===== src/rtl/wdog_pkg.sv =====
package wdog_pkg;

    // register offsets; software decodes these, so they are fixed
    localparam logic [7:0] OFS_CTRL  = 8'h00;
    localparam logic [7:0] OFS_RANGE = 8'h04;
    localparam logic [7:0] OFS_COUNT = 8'h08;
    localparam logic [7:0] OFS_KICK  = 8'h0C;
    localparam logic [7:0] OFS_STAT  = 8'h10;
    localparam logic [7:0] OFS_ACK   = 8'h14;
    localparam logic [7:0] OFS_PARAM = 8'hF4;
    localparam logic [7:0] OFS_VER   = 8'hF8;
    localparam logic [7:0] OFS_KIND  = 8'hFC;

    localparam logic [31:0] KICK_KEY   = 32'h0000_0076;
    localparam logic [31:0] PARAM_WORD = 32'h0000_0040;
    localparam logic [31:0] VER_WORD   = 32'h0001_0300;
    localparam logic [31:0] KIND_WORD  = 32'h5744_0100;

    typedef enum logic {
        RESP_RESET = 1'b0,
        RESP_IRQ   = 1'b1
    } resp_e;

endpackage


===== src/rtl/wdog_regfile.sv =====
module wdog_regfile
    import wdog_pkg::*;
#(
    parameter int CODE_W = 4,
    parameter int CNT_W  = 31
) (
    input  logic              clk,
    input  logic              rst_n,
    input  logic [7:0]        addr_i,
    input  logic              wr_i,
    input  logic              rd_i,
    input  logic [31:0]       wdata_i,
    input  logic [CNT_W-1:0]  cnt_i,
    input  logic              irq_i,
    output logic              en_o,
    output resp_e             mode_o,
    output logic [CODE_W-1:0] init_code_o,
    output logic [CODE_W-1:0] run_code_o,
    output logic              start_o,
    output logic              kick_o,
    output logic              ack_o,
    output logic [31:0]       rdata_o
);

    typedef struct packed {
        logic              en;
        resp_e             mode;
        logic [CODE_W-1:0] init_code;
        logic [CODE_W-1:0] run_code;
    } reg_t;

    reg_t st_d, st_q;

    always_comb begin
        st_d    = st_q;
        start_o = 1'b0;
        kick_o  = 1'b0;
        ack_o   = 1'b0;
        if (wr_i) begin
            case (addr_i)
                OFS_CTRL: begin
                    st_d.mode = resp_e'(wdata_i[1]);
                    if (wdata_i[0] && !st_q.en) begin
                        st_d.en = 1'b1;
                        start_o = 1'b1;
                    end
                end
                OFS_RANGE: begin
                    st_d.run_code  = wdata_i[CODE_W-1:0];
                    st_d.init_code = wdata_i[2*CODE_W-1:CODE_W];
                end
                OFS_KICK: begin
                    if (wdata_i == KICK_KEY && st_q.en) begin
                        kick_o = 1'b1;
                    end
                end
                default: ;
            endcase
        end
        if (rd_i && addr_i == OFS_ACK) begin
            ack_o = 1'b1;
        end
    end

    always_comb begin
        case (addr_i)
            OFS_CTRL:  rdata_o = {30'd0, logic'(st_q.mode), st_q.en};
            OFS_RANGE: rdata_o = 32'({st_q.init_code, st_q.run_code});
            OFS_COUNT: rdata_o = 32'(cnt_i);
            OFS_STAT:  rdata_o = {31'd0, irq_i};
            OFS_ACK:   rdata_o = {31'd0, irq_i};
            OFS_PARAM: rdata_o = PARAM_WORD;
            OFS_VER:   rdata_o = VER_WORD;
            OFS_KIND:  rdata_o = KIND_WORD;
            default:   rdata_o = 32'd0;
        endcase
    end

    always_ff @(posedge clk or negedge rst_n) begin
        if (!rst_n) begin
            st_q <= '{en: 1'b0, mode: RESP_RESET, init_code: '0, run_code: '0};
        end else begin
            st_q <= st_d;
        end
    end

    assign en_o        = st_q.en;
    assign mode_o      = st_q.mode;
    assign init_code_o = st_q.init_code;
    assign run_code_o  = st_q.run_code;

    AST_ENABLE_STICKY: assert property (@(posedge clk) disable iff (!rst_n)
        st_q.en |=> st_q.en);

endmodule


===== src/rtl/wdog_counter.sv =====
module wdog_counter
    import wdog_pkg::*;
#(
    parameter int BASE_EXP = 16,
    parameter int CODE_W   = 4,
    parameter int CNT_W    = 31
) (
    input  logic              clk,
    input  logic              rst_n,
    input  logic              en_i,
    input  resp_e             mode_i,
    input  logic [CODE_W-1:0] init_code_i,
    input  logic [CODE_W-1:0] run_code_i,
    input  logic              start_i,
    input  logic              kick_i,
    input  logic              ack_i,
    output logic [CNT_W-1:0]  cnt_o,
    output logic              irq_o,
    output logic              fire_o,
    output logic              dead_o
);

    localparam int NCODES = 1 << CODE_W;

    typedef struct packed {
        logic [CNT_W-1:0] cnt;
        logic             irq;
        logic             dead;
    } cnt_t;

    cnt_t st_d, st_q;

    logic [CNT_W-1:0] reload_tbl [NCODES];

    for (genvar g = 0; g < NCODES; g++) begin : g_tbl
        assign reload_tbl[g] = CNT_W'((64'd1 << (BASE_EXP + g)) - 64'd1);
    end

    always_comb begin
        st_d   = st_q;
        fire_o = 1'b0;
        if (ack_i) begin
            st_d.irq = 1'b0;
        end
        if (st_q.dead) begin
            st_d.cnt = '0;
        end else if (start_i) begin
            st_d.cnt = reload_tbl[init_code_i];
        end else if (en_i) begin
            if (kick_i) begin
                st_d.cnt = reload_tbl[run_code_i];
                st_d.irq = 1'b0;
            end else if (st_q.cnt != '0) begin
                st_d.cnt = st_q.cnt - CNT_W'(1);
            end else if (mode_i == RESP_IRQ && !st_q.irq) begin
                st_d.irq = 1'b1;
                st_d.cnt = reload_tbl[run_code_i];
            end else begin
                fire_o    = 1'b1;
                st_d.dead = 1'b1;
                st_d.cnt  = '0;
            end
        end
    end

    always_ff @(posedge clk or negedge rst_n) begin
        if (!rst_n) begin
            st_q <= '0;
        end else begin
            st_q <= st_d;
        end
    end

    assign cnt_o  = st_q.cnt;
    assign irq_o  = st_q.irq;
    assign dead_o = st_q.dead;

    AST_COUNT_STEP: assert property (@(posedge clk) disable iff (!rst_n)
        (en_i && !st_q.dead && !kick_i && st_q.cnt != '0)
        |=> st_q.cnt == $past(st_q.cnt) - CNT_W'(1));
    AST_KICK_CLEARS: assert property (@(posedge clk) disable iff (!rst_n)
        (kick_i && !st_q.dead) |=> !st_q.irq);
    AST_IRQ_SOURCE: assert property (@(posedge clk) disable iff (!rst_n)
        $rose(st_q.irq) |-> $past(mode_i == RESP_IRQ));
    AST_SECOND_STAGE: assert property (@(posedge clk) disable iff (!rst_n)
        ($rose(st_q.dead) && $past(mode_i == RESP_IRQ)) |-> $past(st_q.irq));
    AST_DEAD_STUCK: assert property (@(posedge clk) disable iff (!rst_n)
        st_q.dead |=> (st_q.dead && st_q.cnt == '0));

endmodule


===== src/rtl/wdog_pulse.sv =====
module wdog_pulse #(
    parameter int WIDTH = 8
) (
    input  logic clk,
    input  logic rst_n,
    input  logic fire_i,
    output logic pulse_o
);

    localparam int PW = $clog2(WIDTH + 1);

    typedef struct packed {
        logic          active;
        logic [PW-1:0] left;
    } pls_t;

    pls_t st_d, st_q;

    always_comb begin
        st_d = st_q;
        if (fire_i) begin
            st_d.active = 1'b1;
            st_d.left   = PW'(WIDTH - 1);
        end else if (st_q.active) begin
            if (st_q.left == '0) begin
                st_d.active = 1'b0;
            end else begin
                st_d.left = st_q.left - PW'(1);
            end
        end
    end

    always_ff @(posedge clk or negedge rst_n) begin
        if (!rst_n) begin
            st_q <= '0;
        end else begin
            st_q <= st_d;
        end
    end

    assign pulse_o = st_q.active;

    AST_FIRE_STARTS_PULSE: assert property (@(posedge clk) disable iff (!rst_n)
        fire_i |=> pulse_o);

endmodule


===== src/rtl/wdog_top.sv =====
module wdog_top
    import wdog_pkg::*;
#(
    parameter int BASE_EXP = 16,
    parameter int CODE_W   = 4,
    parameter int RST_W    = 8
) (
    input  logic        clk,
    input  logic        rst_n,
    input  logic [7:0]  bus_addr,
    input  logic        bus_wr,
    input  logic [31:0] bus_wdata,
    input  logic        bus_rd,
    output logic [31:0] bus_rdata,
    output logic        irq_o,
    output logic        sys_rst_o
);

    localparam int CNT_W = BASE_EXP + (1 << CODE_W) - 1;

    logic              en;
    resp_e             mode;
    logic [CODE_W-1:0] init_code;
    logic [CODE_W-1:0] run_code;
    logic              start;
    logic              kick;
    logic              ack;
    logic [CNT_W-1:0]  cnt;
    logic              irq;
    logic              fire;
    logic              dead;

    wdog_regfile #(.CODE_W(CODE_W), .CNT_W(CNT_W)) u_regs (
        .clk         (clk),
        .rst_n       (rst_n),
        .addr_i      (bus_addr),
        .wr_i        (bus_wr),
        .rd_i        (bus_rd),
        .wdata_i     (bus_wdata),
        .cnt_i       (cnt),
        .irq_i       (irq),
        .en_o        (en),
        .mode_o      (mode),
        .init_code_o (init_code),
        .run_code_o  (run_code),
        .start_o     (start),
        .kick_o      (kick),
        .ack_o       (ack),
        .rdata_o     (bus_rdata)
    );

    wdog_counter #(.BASE_EXP(BASE_EXP), .CODE_W(CODE_W), .CNT_W(CNT_W)) u_cnt (
        .clk         (clk),
        .rst_n       (rst_n),
        .en_i        (en),
        .mode_i      (mode),
        .init_code_i (init_code),
        .run_code_i  (run_code),
        .start_i     (start),
        .kick_i      (kick),
        .ack_i       (ack),
        .cnt_o       (cnt),
        .irq_o       (irq),
        .fire_o      (fire),
        .dead_o      (dead)
    );

    wdog_pulse #(.WIDTH(RST_W)) u_pulse (
        .clk     (clk),
        .rst_n   (rst_n),
        .fire_i  (fire),
        .pulse_o (sys_rst_o)
    );

    assign irq_o = irq;

    AST_RST_NEEDS_EXPIRY: assert property (@(posedge clk) disable iff (!rst_n)
        sys_rst_o |-> (dead && en));

endmodule


===== config.mk =====
export PLATFORM = sky130hd
export DESIGN_NAME = wdog_top
export DESIGN_NICKNAME = d
export VERILOG_FILES = /design/src/rtl/wdog_pkg.sv /design/src/rtl/wdog_regfile.sv /design/src/rtl/wdog_counter.sv /design/src/rtl/wdog_pulse.sv /design/src/rtl/wdog_top.sv
export SDC_FILE = /design/constraint.sdc
export NUM_CORES = 1
export LEC_CHECK = 0
export CAP_MARGIN = 20
export CORE_MARGIN = 2
export CORE_UTILIZATION = 40
export CTS_BUF_LIST = sky130_fd_sc_hd__clkbuf_4 sky130_fd_sc_hd__clkbuf_8
export DETAILED_ROUTE_END_ITERATION = 10
export DONT_BUFFER_PORTS = 1
export SLEW_MARGIN = 20
export SYNTH_ARGS = -nofsm -noshare
export SYNTH_HDL_FRONTEND = slang
export SYNTH_SLANG_ARGS = --single-unit

===== constraint.sdc =====
create_clock -name clk -period 3.9 [get_ports clk]
set_input_delay 0.585 -clock clk [delete_from_list [all_inputs] [get_ports clk]]
set_output_delay 0.585 -clock clk [all_outputs]
set_load 0.03 [all_outputs]

# Word level (Yosys, flattened, before mapping)

Memories as Yosys holds them, arrays and structs flattened.
Index checks and enable logic that the tools add are counted.

Register bits after elaboration: 48
Memory bits (read-only): 992
Output and inout bits: 34
Memories kept: 2

Memories:

| memory          | depth | bits a word | read ports | clocked after Yosys merged registers in | write ports | line               | source |
|---|---|---|---|---|---|---|---|
| (no name shown) | 16    | 31          | 1          | 0                                       | 0           | wdog_counter.sv:51 | `st_d.cnt = reload_tbl[run_code_i];` |
| (no name shown) | 16    | 31          | 1          | 0                                       | 0           | wdog_counter.sv:48 | `st_d.cnt = reload_tbl[init_code_i];` |

Add/subtract/negate cells: 2
Magnitude comparators: 2
Equality and inequality tests: 10
Multiplexer cells: 34
Bitwise operators: 2
Reduce and logical (&&, ||, !) cells: 16

Operators with widths:

| kind                                                      | count |
|---|---|
| 2-to-1 mux 31 bit                                         | 8 |
| one-hot mux 31 bit (7 select lines)                       | 1 |
| 2-to-1 mux 33 bit                                         | 1 |
| == test 32 x 7 -> 1 bit (second input constant)           | 1 |
| 2-to-1 mux 32 bit                                         | 1 |
| nonzero test 31 bit                                       | 1 |
| subtractor 31 x 1 -> 31 bit (second input constant)       | 1 |
| == test 8 bit (second input constant)                     | 3 |
| 2-to-1 mux 1 bit                                          | 17 |
| == test 8 x 4 -> 1 bit (second input constant)            | 2 |
| == test 8 x 5 -> 1 bit (second input constant)            | 2 |
| greater-or-equal comparator 5 bit (second input constant) | 2 |
| 2-to-1 mux 5 bit                                          | 2 |
| inverter 4 -> 5 bit                                       | 2 |
| == test 8 x 3 -> 1 bit (second input constant)            | 1 |
| logical NOT 8 bit                                         | 1 |
| 2-to-1 mux 2 bit                                          | 3 |
| AND reduction 2 bit                                       | 3 |
| logical AND 1 bit                                         | 4 |
| logical NOT 4 bit                                         | 1 |
| 2-to-1 mux 4 bit                                          | 1 |
| subtractor 4 x 1 -> 4 bit (second input constant)         | 1 |
| AND reduction 3 bit                                       | 1 |
| nonzero test 3 bit                                        | 1 |
| other kinds (4)                                           | 5 |

# Longest topological paths before layout

Depth in word-level cells: 11
Depth in mapped cells: 9

# By module

From an unflattened synthesis, not the netlist that was laid out.

Cells, all modules: 473
Area, all modules: 3848.7 sq um

Modules (own cells, without submodules):

| module       | instances | cells an instance | area each (sq um) |
|---|---|---|---|
| wdog_counter | 1         | 349               | 2666.3 |
| wdog_regfile | 1         | 98                | 914.6 |
| wdog_pulse   | 1         | 26                | 267.8 |

# Worst setup path before layout

Ideal clock, no wire load.

Kind: input port to output port
Start: input bus_addr[5]
End: output bus_rdata[2]
Arrival time: 1.958 ns
Required time: 3.315 ns
Slack: 1.357 ns
Cell stages on the path: 4
Path buffers: 1
Path through: nor3_1 -> and3_1 -> clkbuf_1 -> a22o_1

Word-level cells in the longest chain between the ends: 3
Elaborated cells on any way between the ends: 10
Those cells by class: eq/ne: 7; mux: 1; reduce/logical: 2

Ends and longest elaborated chain:

| element                               | line               | source |
|---|---|---|
| start: declaration                    | wdog_top.sv:10     | `input logic [7:0] bus_addr,` |
| == test 8 x 5 -> 1 bit                | wdog_regfile.sv:66 | `case (addr_i)` |
| OR reduction 2 bit (no source line)   | -                  |  |
| one-hot mux 31 bit (7 select lines) * | wdog_regfile.sv:66 |  |
| end: declaration                      | wdog_top.sv:14     | `output logic [31:0] bus_rdata,` |

Every way passes the cells marked *; elsewhere a longest branch is shown, timed or not.

# Worst setup path in the final report

Start: input bus_addr[5]
End: output bus_rdata[0]

Same word-level chain as after synthesis.

==> summary.json <==
{
  "outcome": "completed",
  "place_area_um2": 3630,
  "mappedNetlistNets": 480,
  "synthesis.area_um2": 3600,
  "cts_hold_buffers": 1,
  "port_buffers": 0,
  "grt_pass1_vias": 3399,
  "timing.final.ws_setup_ps": 1050,
  "unrepaired_setup_endpoints_after_global_routing": "no",
  "worst_skew_pair.late_latency_ps": 320,
  "routed_wl_mm": 11.0,
  "boundaryPins": 78,
  "hpwl_mm": 7.79,
  "tritoncts_clock_tree": "yes",
  "vias": 3427,
  "post_synthesis_cell_count": 432,
  "timing.clock.skew_ps": 12.2,
  "placementRows": 34,
  "via_per_inst": 6.54,
  "period_needed_ps": 2850,
  "synth_cell_type_count": 69,
  "final_layout_size_suffix_gt1_frac": 0.106,
  "maximum_number_of_pins_on_one_net_before_global_route_repair": 49,
  "setup_viol": 0,
  "clk_root_buffer_cell": "sky130_fd_sc_hd__clkbuf_8",
  "design_power_w": 0.00210,
  "post_synthesis_mean_instance_area_um2": 8.33,
  "cts_num_sinks": 48,
  "cts.reportedPaths.clkPinSlew_ps": 110,
  "worstSetupPathType": "in2out",
  "final_gp_congestion": 0.901,
  "starting_density_of_the_core": 0.412,
  "synth_edf_count": 0,
  "crit_fanout": 31,
  "drcViolationCount": 0,
  "tritoncts_buffer_count": 5,
  "highest_ir_drop_seen_on_vdd_uv": 201,
  "hold_path_class": "in2async",
  "timing.critical_path.arrival_ps": 2270,
  "final_total_negative_setup_slack_ps": 0,
  "fmaxAchievable_mhz": 351,
  "die_width_um": 98.8,
  "timing.final.hold_violations": 0,
  "grt_pass1_wl_mm": 18.0,
  "end_kind": "output port",
  "synth.ff_latch_count": 48,
  "seq_area_frac_synth": 0.334,
  "die_height_um": 98.8,
  "worstPathRequired_ps": 3310,
  "post_cts_resized": 0,
  "grtUsageTotal": 0.228,
  "synth_top_flop_cell": "sky130_fd_sc_hd__dfrtp_1",
  "ctsHtreeMaxLevel": 2,
  "maxCapViolCount": 0,
  "startpoint_type_of_the_worst_setup_path": "primary input",
  "final_min_period_over_clock_period": 0.731,
  "first_pass_iters": 5,
  "drt_first_iter_violations": 332,
  "final_nets": 463,
  "static-leakage-power_nw": 1.63,
  "final-max-slew-violation-count": 0,
  "postLayoutCoreUtil": 0.432,
  "gr_overflow_total": 0,
  "route.antenna.remaining_nets": 0,
  "pre_cts_slack_ps": 1070,
  "synthesis.yosys.warnings": 0,
  "final_standard_cell_area_without_fillers_um2": 3770,
  "wl_per_cell_um": 21.0,
  "area_delta_synth_final_pct": 4.80,
  "antenna_violations_before_repair": 0,
  "power_density_nw_per_um2": 557,
  "async_reset_ff_frac": 1.00,
  "post-cts-setup-buffers": 0,
  "number_of_diodes": 0,
  "max-clock-path-buffers": 2,
  "slew_headroom": 0.282,
  "worst_pin_slew_ps": 1070,
  "floorplan.core_area_um2": 8720,
  "die_area_um2": 9770
}
[metal layers]
layer  share of wire  vias up  global-route usage
met5               0        -                   0
met1            0.44     1646               0.309
met2            0.48      180               0.379
met4           0.016        0              0.0622
met3           0.065       19              0.0348
li1                -     1582                   -
[state kept, by name (all words and copies together) (netlist names)]
signal and count:
u_cnt.cnt_o 31, u_cnt.dead_o 1, u_cnt.irq_o 1, u_pulse.pulse_o 1, u_pulse.st_q 4, u_regs.en_o 1
u_regs.init_code_o 4, u_regs.mode_o 1, u_regs.run_code_o 4
[worst max-delay path, cell delays in order]
cell and delay [ps]:
sky130_fd_sc_hd__nor3_1 600, sky130_fd_sc_hd__and3_1 250, sky130_fd_sc_hd__buf_4 310, sky130_fd_sc_hd__a22oi_1 140
sky130_fd_sc_hd__o21ai_0 380
[worst paths after layout]
check / from / endpoint / slack, ps / depth (start not counted)
setup / recovery: bus_addr[5] / bus_rdata[0] / 1050 / 5
hold / removal: rst_n / u_cnt.cnt_o[18] / 110 / 1
setup reg to reg: u_cnt.cnt_o[0] / u_cnt.cnt_o[28] / 1070 / 8
hold reg to reg: u_pulse.st_q[1] / u_pulse.st_q[1] / 540 / 2
max in group asynchronous: rst_n / u_pulse.pulse_o / 3570 / 1
min in group clk: bus_wdata[7] / u_regs.init_code_o[3] / 410 / 1
[cells in the mapped netlist, types with 5 or more instances]
| library cell | instances | area, um^2 |
|---|---|---|
| sky130_fd_sc_hd__a21o_1 | 17 | 128 |
| sky130_fd_sc_hd__a21oi_1 | 15 | 75.1 |
| sky130_fd_sc_hd__a22o_1 | 7 | 61.3 |
| sky130_fd_sc_hd__a22oi_1 | 6 | 45.0 |
| sky130_fd_sc_hd__and2_1 | 15 | 93.8 |
| sky130_fd_sc_hd__clkbuf_1 | 23 | 86.3 |
| sky130_fd_sc_hd__dfrtp_1 | 48 | 1200 |
| sky130_fd_sc_hd__inv_1 | 6 | 22.5 |
| sky130_fd_sc_hd__mux2_2 | 10 | 113 |
| sky130_fd_sc_hd__nand2_1 | 34 | 128 |
| sky130_fd_sc_hd__nand3_1 | 11 | 55.1 |
| sky130_fd_sc_hd__nand4_1 | 9 | 56.3 |
| sky130_fd_sc_hd__nor2_1 | 29 | 109 |
| sky130_fd_sc_hd__nor3_1 | 24 | 120 |
| sky130_fd_sc_hd__nor4_1 | 24 | 150 |
| sky130_fd_sc_hd__o211ai_1 | 5 | 37.5 |
| sky130_fd_sc_hd__o21a_1 | 5 | 37.5 |
| sky130_fd_sc_hd__o21ai_0 | 33 | 165 |
| sky130_fd_sc_hd__o21ai_1 | 6 | 30.0 |
| sky130_fd_sc_hd__or3_1 | 5 | 31.3 |
| sky130_fd_sc_hd__xnor2_1 | 6 | 52.6 |
| sky130_fd_sc_hd__xor2_1 | 6 | 52.6 |
[report_power, final]
part | switching [W] | internal, W
clock network | 0.000191 | 0.000194
registers | 0.000202 | 0.000609
logic | 0.000536 | 0.000368
[layout by cell type, fill, tap and decap left out, types with 7 or more instances in the layout]
cell,synthesis,layout
sky130_fd_sc_hd__a21o_1,17,17
sky130_fd_sc_hd__a21oi_1,15,15
sky130_fd_sc_hd__a22o_1,7,7
sky130_fd_sc_hd__and2_1,15,15
sky130_fd_sc_hd__buf_4,1,7
sky130_fd_sc_hd__dfrtp_1,48,48
sky130_fd_sc_hd__mux2_2,10,10
sky130_fd_sc_hd__nand2_1,34,34
sky130_fd_sc_hd__nand3_1,11,11
sky130_fd_sc_hd__nand4_1,9,9
sky130_fd_sc_hd__nor2_1,29,29
sky130_fd_sc_hd__nor3_1,24,24
sky130_fd_sc_hd__nor4_1,24,24
sky130_fd_sc_hd__o21ai_0,33,33
[logic make-up (layout without fill, tap and decap cells)]
group | after synthesis | in the layout | share of synthesized area
AO/OA/AOI/OAI | 126 | 126 | 0.239
buffers and inverters | 38 | 22 | 0.0501
multiplexers | 10 | 10 | 0.0313
adder cells (fa/ha/maj) | 4 | 4 | 0.0139
other | 1 | 1 | 0.00104
flip-flops | 48 | 48 | 0.334
XOR/XNOR | 12 | 12 | 0.0292
AND/OR/NAND/NOR | 193 | 193 | 0.302
[layout make-up]
cell class | count | area, um^2
timing repair buffer | 8 | 80.1
tap | 108 | 135
clock inverter | 3 | 46.3
sequential | 48 | 1200
clock buffer | 5 | 68.8
fill | 877 | 4950
inverter | 6 | 22.5
multi-input combinational | 346 | 2220
[through the flow]
stage / cells / hold slack [ps]
final: 524 / 113
after global routing: 524 / 130
after global placement: 515 / 291
after floorplan: 432 / 289
after detailed placement: 515 / 291
after CTS: 524 / 121
Power figures use the tool's default switching activity.
